### src/rtl/mpUartRxPkg.sv
package mpUartRxPkg;
  localparam int DATA_W = 8;
  localparam int SEL_W  = 3;
  localparam int IDX_W  = 4;

  typedef struct packed {
    logic             clear;
    logic             capture;
    logic [IDX_W-1:0] bitIdx;
    logic             bitVal;
    logic             finish;
    logic             stopVal;
  } rxStrobe_t;

  function automatic logic [IDX_W-1:0] selToLen(input logic [SEL_W-1:0] sel);
    if (sel >= SEL_W'(4)) return IDX_W'(DATA_W);
    return IDX_W'(sel) + IDX_W'(5);
  endfunction
endpackage

### src/rtl/mpUartRxCfg.sv
module mpUartRxCfg
  import mpUartRxPkg::*;
(
  input  logic             clk,
  input  logic             rstN,
  input  logic             cfgWr,
  input  logic             cfgMpMode,
  input  logic [SEL_W-1:0] cfgCharSel,
  input  logic             txDoneSet,
  input  logic             txDoneClr,
  output logic             mpMode,
  output logic [SEL_W-1:0] charSel,
  output logic             txDone
);
  always_ff @(posedge clk or negedge rstN) begin
    if (!rstN) begin
      mpMode  <= 1'b0;
      charSel <= SEL_W'(3);
      txDone  <= 1'b0;
    end else begin
      if (cfgWr) begin
        mpMode  <= cfgMpMode;
        charSel <= cfgCharSel;
      end
      if (txDoneClr)      txDone <= 1'b0;
      else if (txDoneSet) txDone <= 1'b1;
    end
  end
endmodule

### src/rtl/mpUartRxCtrl.sv
module mpUartRxCtrl
  import mpUartRxPkg::*;
#(
  parameter int OSR = 16
) (
  input  logic             clk,
  input  logic             rstN,
  input  logic             sampleTick,
  input  logic             rxLine,
  input  logic [IDX_W-1:0] dataLen,
  output rxStrobe_t        strb
);
  localparam int CNT_W = $clog2(OSR);
  localparam logic [CNT_W-1:0] MID  = CNT_W'(OSR/2 - 1);
  localparam logic [CNT_W-1:0] LAST = CNT_W'(OSR - 1);

  typedef enum logic [1:0] {ST_IDLE, ST_START, ST_BITS, ST_STOP} rxState_t;

  rxState_t         state;
  logic [CNT_W-1:0] tickCnt;
  logic [IDX_W-1:0] bitIdx;
  logic             rxMeta, rxSync, prevLine;

  always_ff @(posedge clk or negedge rstN) begin
    if (!rstN) begin
      rxMeta <= 1'b1;
      rxSync <= 1'b1;
    end else begin
      rxMeta <= rxLine;
      rxSync <= rxMeta;
    end
  end

  always_ff @(posedge clk or negedge rstN) begin
    if (!rstN) begin
      state    <= ST_IDLE;
      tickCnt  <= '0;
      bitIdx   <= '0;
      prevLine <= 1'b1;
    end else if (sampleTick) begin
      prevLine <= rxSync;
      case (state)
        ST_IDLE: begin
          if (prevLine && !rxSync) begin
            state   <= ST_START;
            tickCnt <= '0;
          end
        end
        ST_START: begin
          if (tickCnt == MID) begin
            tickCnt <= '0;
            bitIdx  <= '0;
            state   <= rxSync ? ST_IDLE : ST_BITS;
          end else tickCnt <= tickCnt + 1'b1;
        end
        ST_BITS: begin
          if (tickCnt == LAST) begin
            tickCnt <= '0;
            bitIdx  <= bitIdx + 1'b1;
            if (bitIdx == dataLen) state <= ST_STOP;
          end else tickCnt <= tickCnt + 1'b1;
        end
        ST_STOP: begin
          if (tickCnt == LAST) state <= ST_IDLE;
          else tickCnt <= tickCnt + 1'b1;
        end
        default: state <= ST_IDLE;
      endcase
    end
  end

  always_comb begin
    strb.clear   = sampleTick && state == ST_START && tickCnt == MID && !rxSync;
    strb.capture = sampleTick && state == ST_BITS && tickCnt == LAST;
    strb.bitIdx  = bitIdx;
    strb.bitVal  = rxSync;
    strb.finish  = sampleTick && state == ST_STOP && tickCnt == LAST;
    strb.stopVal = rxSync;
  end
endmodule

### src/rtl/mpUartRxData.sv
module mpUartRxData
  import mpUartRxPkg::*;
(
  input  logic              clk,
  input  logic              rstN,
  input  rxStrobe_t         strb,
  input  logic [IDX_W-1:0]  dataLen,
  input  logic              mpMode,
  input  logic              rdStrobe,
  output logic [DATA_W-1:0] rxData,
  output logic              rxType,
  output logic              rxFrameErr,
  output logic              rxReady,
  output logic              rxOverrun
);
  logic [DATA_W-1:0] shData;
  logic              shType;
  logic              deliver;

  assign deliver = strb.finish && (!mpMode || shType);

  always_ff @(posedge clk or negedge rstN) begin
    if (!rstN) begin
      shData <= '0;
      shType <= 1'b0;
    end else begin
      if (strb.clear) begin
        shData <= '0;
        shType <= 1'b0;
      end
      if (strb.capture) begin
        if (strb.bitIdx < dataLen) shData[strb.bitIdx[2:0]] <= strb.bitVal;
        else                       shType <= strb.bitVal;
      end
    end
  end

  always_ff @(posedge clk or negedge rstN) begin
    if (!rstN) begin
      rxData     <= '0;
      rxType     <= 1'b0;
      rxFrameErr <= 1'b0;
      rxReady    <= 1'b0;
      rxOverrun  <= 1'b0;
    end else begin
      if (rdStrobe) begin
        rxReady   <= 1'b0;
        rxOverrun <= 1'b0;
      end
      if (deliver) begin
        if (rxReady && !rdStrobe) rxOverrun <= 1'b1;
        else begin
          rxData     <= shData;
          rxType     <= shType;
          rxFrameErr <= !strb.stopVal;
          rxReady    <= 1'b1;
        end
      end
    end
  end
endmodule

### src/rtl/mpUartRx.sv
module mpUartRx
  import mpUartRxPkg::*;
#(
  parameter int OSR = 16
) (
  input  logic              clk,
  input  logic              rstN,
  input  logic              sampleTick,
  input  logic              rxLine,
  input  logic              cfgWr,
  input  logic              cfgMpMode,
  input  logic [SEL_W-1:0]  cfgCharSel,
  input  logic              txDoneSet,
  input  logic              txDoneClr,
  input  logic              rdStrobe,
  output logic              mpMode,
  output logic [SEL_W-1:0]  charSel,
  output logic              txDone,
  output logic [DATA_W-1:0] rxData,
  output logic              rxType,
  output logic              rxFrameErr,
  output logic              rxReady,
  output logic              rxOverrun
);
  rxStrobe_t        strb;
  logic [IDX_W-1:0] dataLen;

  assign dataLen = selToLen(charSel);

  mpUartRxCfg uCfg (
    .clk(clk), .rstN(rstN), .cfgWr(cfgWr), .cfgMpMode(cfgMpMode),
    .cfgCharSel(cfgCharSel), .txDoneSet(txDoneSet), .txDoneClr(txDoneClr),
    .mpMode(mpMode), .charSel(charSel), .txDone(txDone)
  );

  mpUartRxCtrl #(.OSR(OSR)) uCtrl (
    .clk(clk), .rstN(rstN), .sampleTick(sampleTick), .rxLine(rxLine),
    .dataLen(dataLen), .strb(strb)
  );

  mpUartRxData uData (
    .clk(clk), .rstN(rstN), .strb(strb), .dataLen(dataLen), .mpMode(mpMode),
    .rdStrobe(rdStrobe), .rxData(rxData), .rxType(rxType),
    .rxFrameErr(rxFrameErr), .rxReady(rxReady), .rxOverrun(rxOverrun)
  );
endmodule

### config.mk
export PLATFORM = sky130hd
export DESIGN_NAME = mpUartRx
export DESIGN_NICKNAME = d
export VERILOG_FILES = /design/src/rtl/mpUartRxPkg.sv /design/src/rtl/mpUartRxCfg.sv /design/src/rtl/mpUartRxCtrl.sv /design/src/rtl/mpUartRxData.sv /design/src/rtl/mpUartRx.sv
export SDC_FILE = /design/constraint.sdc
export NUM_CORES = 1
export LEC_CHECK = 0
export ABC_AREA = 1
export CAP_MARGIN = 10
export CORE_MARGIN = 2
export CORE_UTILIZATION = 56
export CTS_CLUSTER_DIAMETER = 60
export CTS_CLUSTER_SIZE = 24
export DETAILED_ROUTE_END_ITERATION = 12
export PLACE_DENSITY = 0.88
export SKIP_CTS_REPAIR_TIMING = 1
export SLEW_MARGIN = 10
export SYNTH_ARGS = -nofsm -noshare
export SYNTH_HDL_FRONTEND = slang
export SYNTH_SLANG_ARGS = --single-unit
### constraint.sdc
create_clock -name clk -period 3.15 [get_ports clk]
set_input_delay 0.63 -clock clk [delete_from_list [all_inputs] [get_ports clk]]
set_output_delay 0.63 -clock clk [all_outputs]
set_load 0.1 [all_outputs]
==> impl_metrics.toml <==
[critical_path]
worstSetupPathType = "reg2reg"
cp-end-kind = "register"
arrival_ps = 2240
crit_fanout = 9
startpoint_type = "register"
cp_data_required_time_ps = 3330

[sta]
skew_ps = 9.34
relSlewSlack = 0.447
max_freq_mhz = 486
setup-tns-final_ps = 0
setup_viol = 0
finalHoldViolCount = 0
period_share = 0.654
rsz0062_at_grt = "no"
slew_violations = 0
worst_pin_slew_ps = 829
fin_crit_ps = 2060

[power]
p_per_area_nw_per_um2 = 621
vdd_drop_max_uv = 417
total_power_w = 0.00155
p_leak_nw = 1.24

[route]
wirelength_um = 3790
vias = 1719
avgRoutedWirePerCell_um = 11.3
detail-route-antenna-nets = 0
drc = 0
via_per_inst = 5.10
dr.pass1.iters = 4
drt_iter0_markers = 107

[clock_tree]
htreeDepth = 2
cts.clk_slew.worst_paths_ps = 70
worstSkewPairLatency_ps = 290
cts_made_buffers = 5
cts.sinks = 39
cts_tree = "done"
clock_path_buffers = 2
cts_root_buf = "clkbuf_8"

[floorplan]
initial_core_util = 0.577
die_y_um = 65.2
die_area_um2 = 4250
ios = 29
die_w_um = 65.2
row_count = 22
coreArea_um2 = 3630

[logic_synthesis]
yosysWarnings = 0
syn_inst = 256
netlist_area_um2 = 2100
syn_area_per_cell_um2 = 8.19
ys_types = 26
syn_nets = 280
seq_area_frac_synth = 0.469
ys_seq_elements = 39

[global_routing]
first_global_vias = 1594
grt_first_pass_wirelength_um = 6690
track_usage = 0.207
overflow = 0
grt_antenna_before_repair = 0
grt_max_degree = 40

[placement]
gp_congestion = 0.896
place_hpwl_um = 2900
portBuffers = 28

[worst_hold_path]
hp-class = "reg2reg"

[cells_and_area]
final_common_cell = "nand2_1"
mostFrequentLayoutCells = "nand2_1, dfrtp_1, inv_1"
fin_nets = 312
num_antenna_cells = 0
flow.area_growth_from_synthesis_pct = 19.2
drive_gt1_frac = 0.170

[status]
status = "finished clean"

[run]
cap_violations = 0
stage by stage:
step	util	hold WS, ps	cell area, um^2	worst slack, ps	cells
detailed placement	0.651	348	2360	1060	329
global placement	0.651	347	2360	1110	329
floorplan	-	334	2100	889	256
global route	0.687	363	2500	848	337
CTS	0.687	358	2500	1080	337
finish	0.687	358	2500	1090	337
registers in the layout (all words and copies together), names as in the netlist, 3 cells and up, named ones only:
register,flops
uCfg.charSel,3
uData.shData,8
uCtrl.tickCnt,4
uData.rxData,8
uCtrl.bitIdx,4
cells by family (layout without fill, tap and decap cells):
| logic type | Yosys count | count (layout) | share of synthesized area |
|---|---|---|---|
| simple gates | 132 | 132 | 0.281 |
| xor+xnor | 3 | 3 | 0.0125 |
| fa+ha+maj | 12 | 12 | 0.0716 |
| flops | 39 | 39 | 0.469 |
| compound gates | 33 | 33 | 0.0937 |
| buf+inv | 37 | 70 | 0.0722 |
power breakdown:
group / total (W) / internal, W / switching (W)
Sequential: 0.000599 / 0.000548 / 0.0000507
Clock: 0.000485 / 0.000316 / 0.000169
Combinational: 0.000466 / 0.000135 / 0.000331
Total: 0.00155 / 0.00100 / 0.000551
area by class of cell:
type / count / area, um^2
Tap cell: 48 / 60.1
Clock inverter: 2 / 60.1
Clock buffer: 6 / 72.6
Sequential cell: 39 / 982
Multi-Input combinational cell: 180 / 962
Inverter: 34 / 128
Fill cell: 290 / 1140
Timing Repair Buffer: 28 / 233
path summary, 6_finish.rpt:
| kind | endpoint | slack [ps] | cells past startpoint | startpoint |
|---|---|---|---|---|
| setup / recovery | uData.shData[5]$_DFF_PN0_ | 1090 | 11 | uCfg.charSel[0]$_DFFE_PN1P_ |
| hold / removal | uCtrl.rxSync$_DFF_PN1_ | 360 | 0 | uCtrl.rxMeta$_DFF_PN1_ |
| setup reg to reg | uData.shData[5]$_DFF_PN0_ | 1090 | 11 | uCfg.charSel[0]$_DFFE_PN1P_ |
| hold reg to reg | uCtrl.rxSync$_DFF_PN1_ | 360 | 0 | uCtrl.rxMeta$_DFF_PN1_ |
| max in group asynchronous | uCtrl.bitIdx[0]$_DFFE_PN0P_ | 2190 | 1 | rstN |
| min in group asynchronous | uCfg.txDone$_DFFE_PN0P_ | 430 | 1 | rstN |
cells in the mapped netlist:
| master | count | area, um^2 |
|---|---|---|
| a21oi_1 | 3 | 15.0 |
| a31oi_1 | 1 | 6.26 |
| and3_1 | 1 | 6.26 |
| buf_2 | 1 | 5.00 |
| buf_4 | 1 | 7.51 |
| buf_6 | 1 | 11.3 |
| dfrtp_1 | 34 | 851 |
| dfstp_2 | 5 | 131 |
| ha_1 | 12 | 150 |
| inv_1 | 32 | 120 |
| inv_2 | 2 | 7.51 |
| nand2_1 | 71 | 267 |
| nand2_4 | 1 | 11.3 |
| nand3_1 | 12 | 60.1 |
| nand3_2 | 1 | 10.0 |
| nand4_1 | 10 | 62.6 |
| nor2_1 | 29 | 109 |
| nor2_2 | 3 | 18.8 |
| nor2_4 | 2 | 22.5 |
| nor3_4 | 1 | 16.3 |
| o21ai_0 | 11 | 55.1 |
| o21ai_1 | 10 | 50.1 |
| o21ai_2 | 8 | 70.1 |
| or2_2 | 1 | 6.26 |
| xnor2_1 | 2 | 17.5 |
| xor2_1 | 1 | 8.76 |
metal layers:
metal  wire (um)  part of all wire  vias to the layer above  global-route usage
met5           0                 0                        -                   0
met3         199             0.052                        4              0.0634
met4          35            0.0092                        0              0.0859
li1            -                 -                      876                   -
met2        1880              0.50                       49               0.353
met1        1680              0.44                      790               0.240
critical path, cell delays in order, from the launching register on:
cell	delay [ps]
dfstp_2	580
inv_1	70
ha_1	270
nand2_1	60
ha_1	280
nand2_1	60
nand2_1	50
nand2_1	60
nand2_1	200
inv_1	170
nand4_1	100
nand2_1	50
Power figures use the tool's default switching activity.
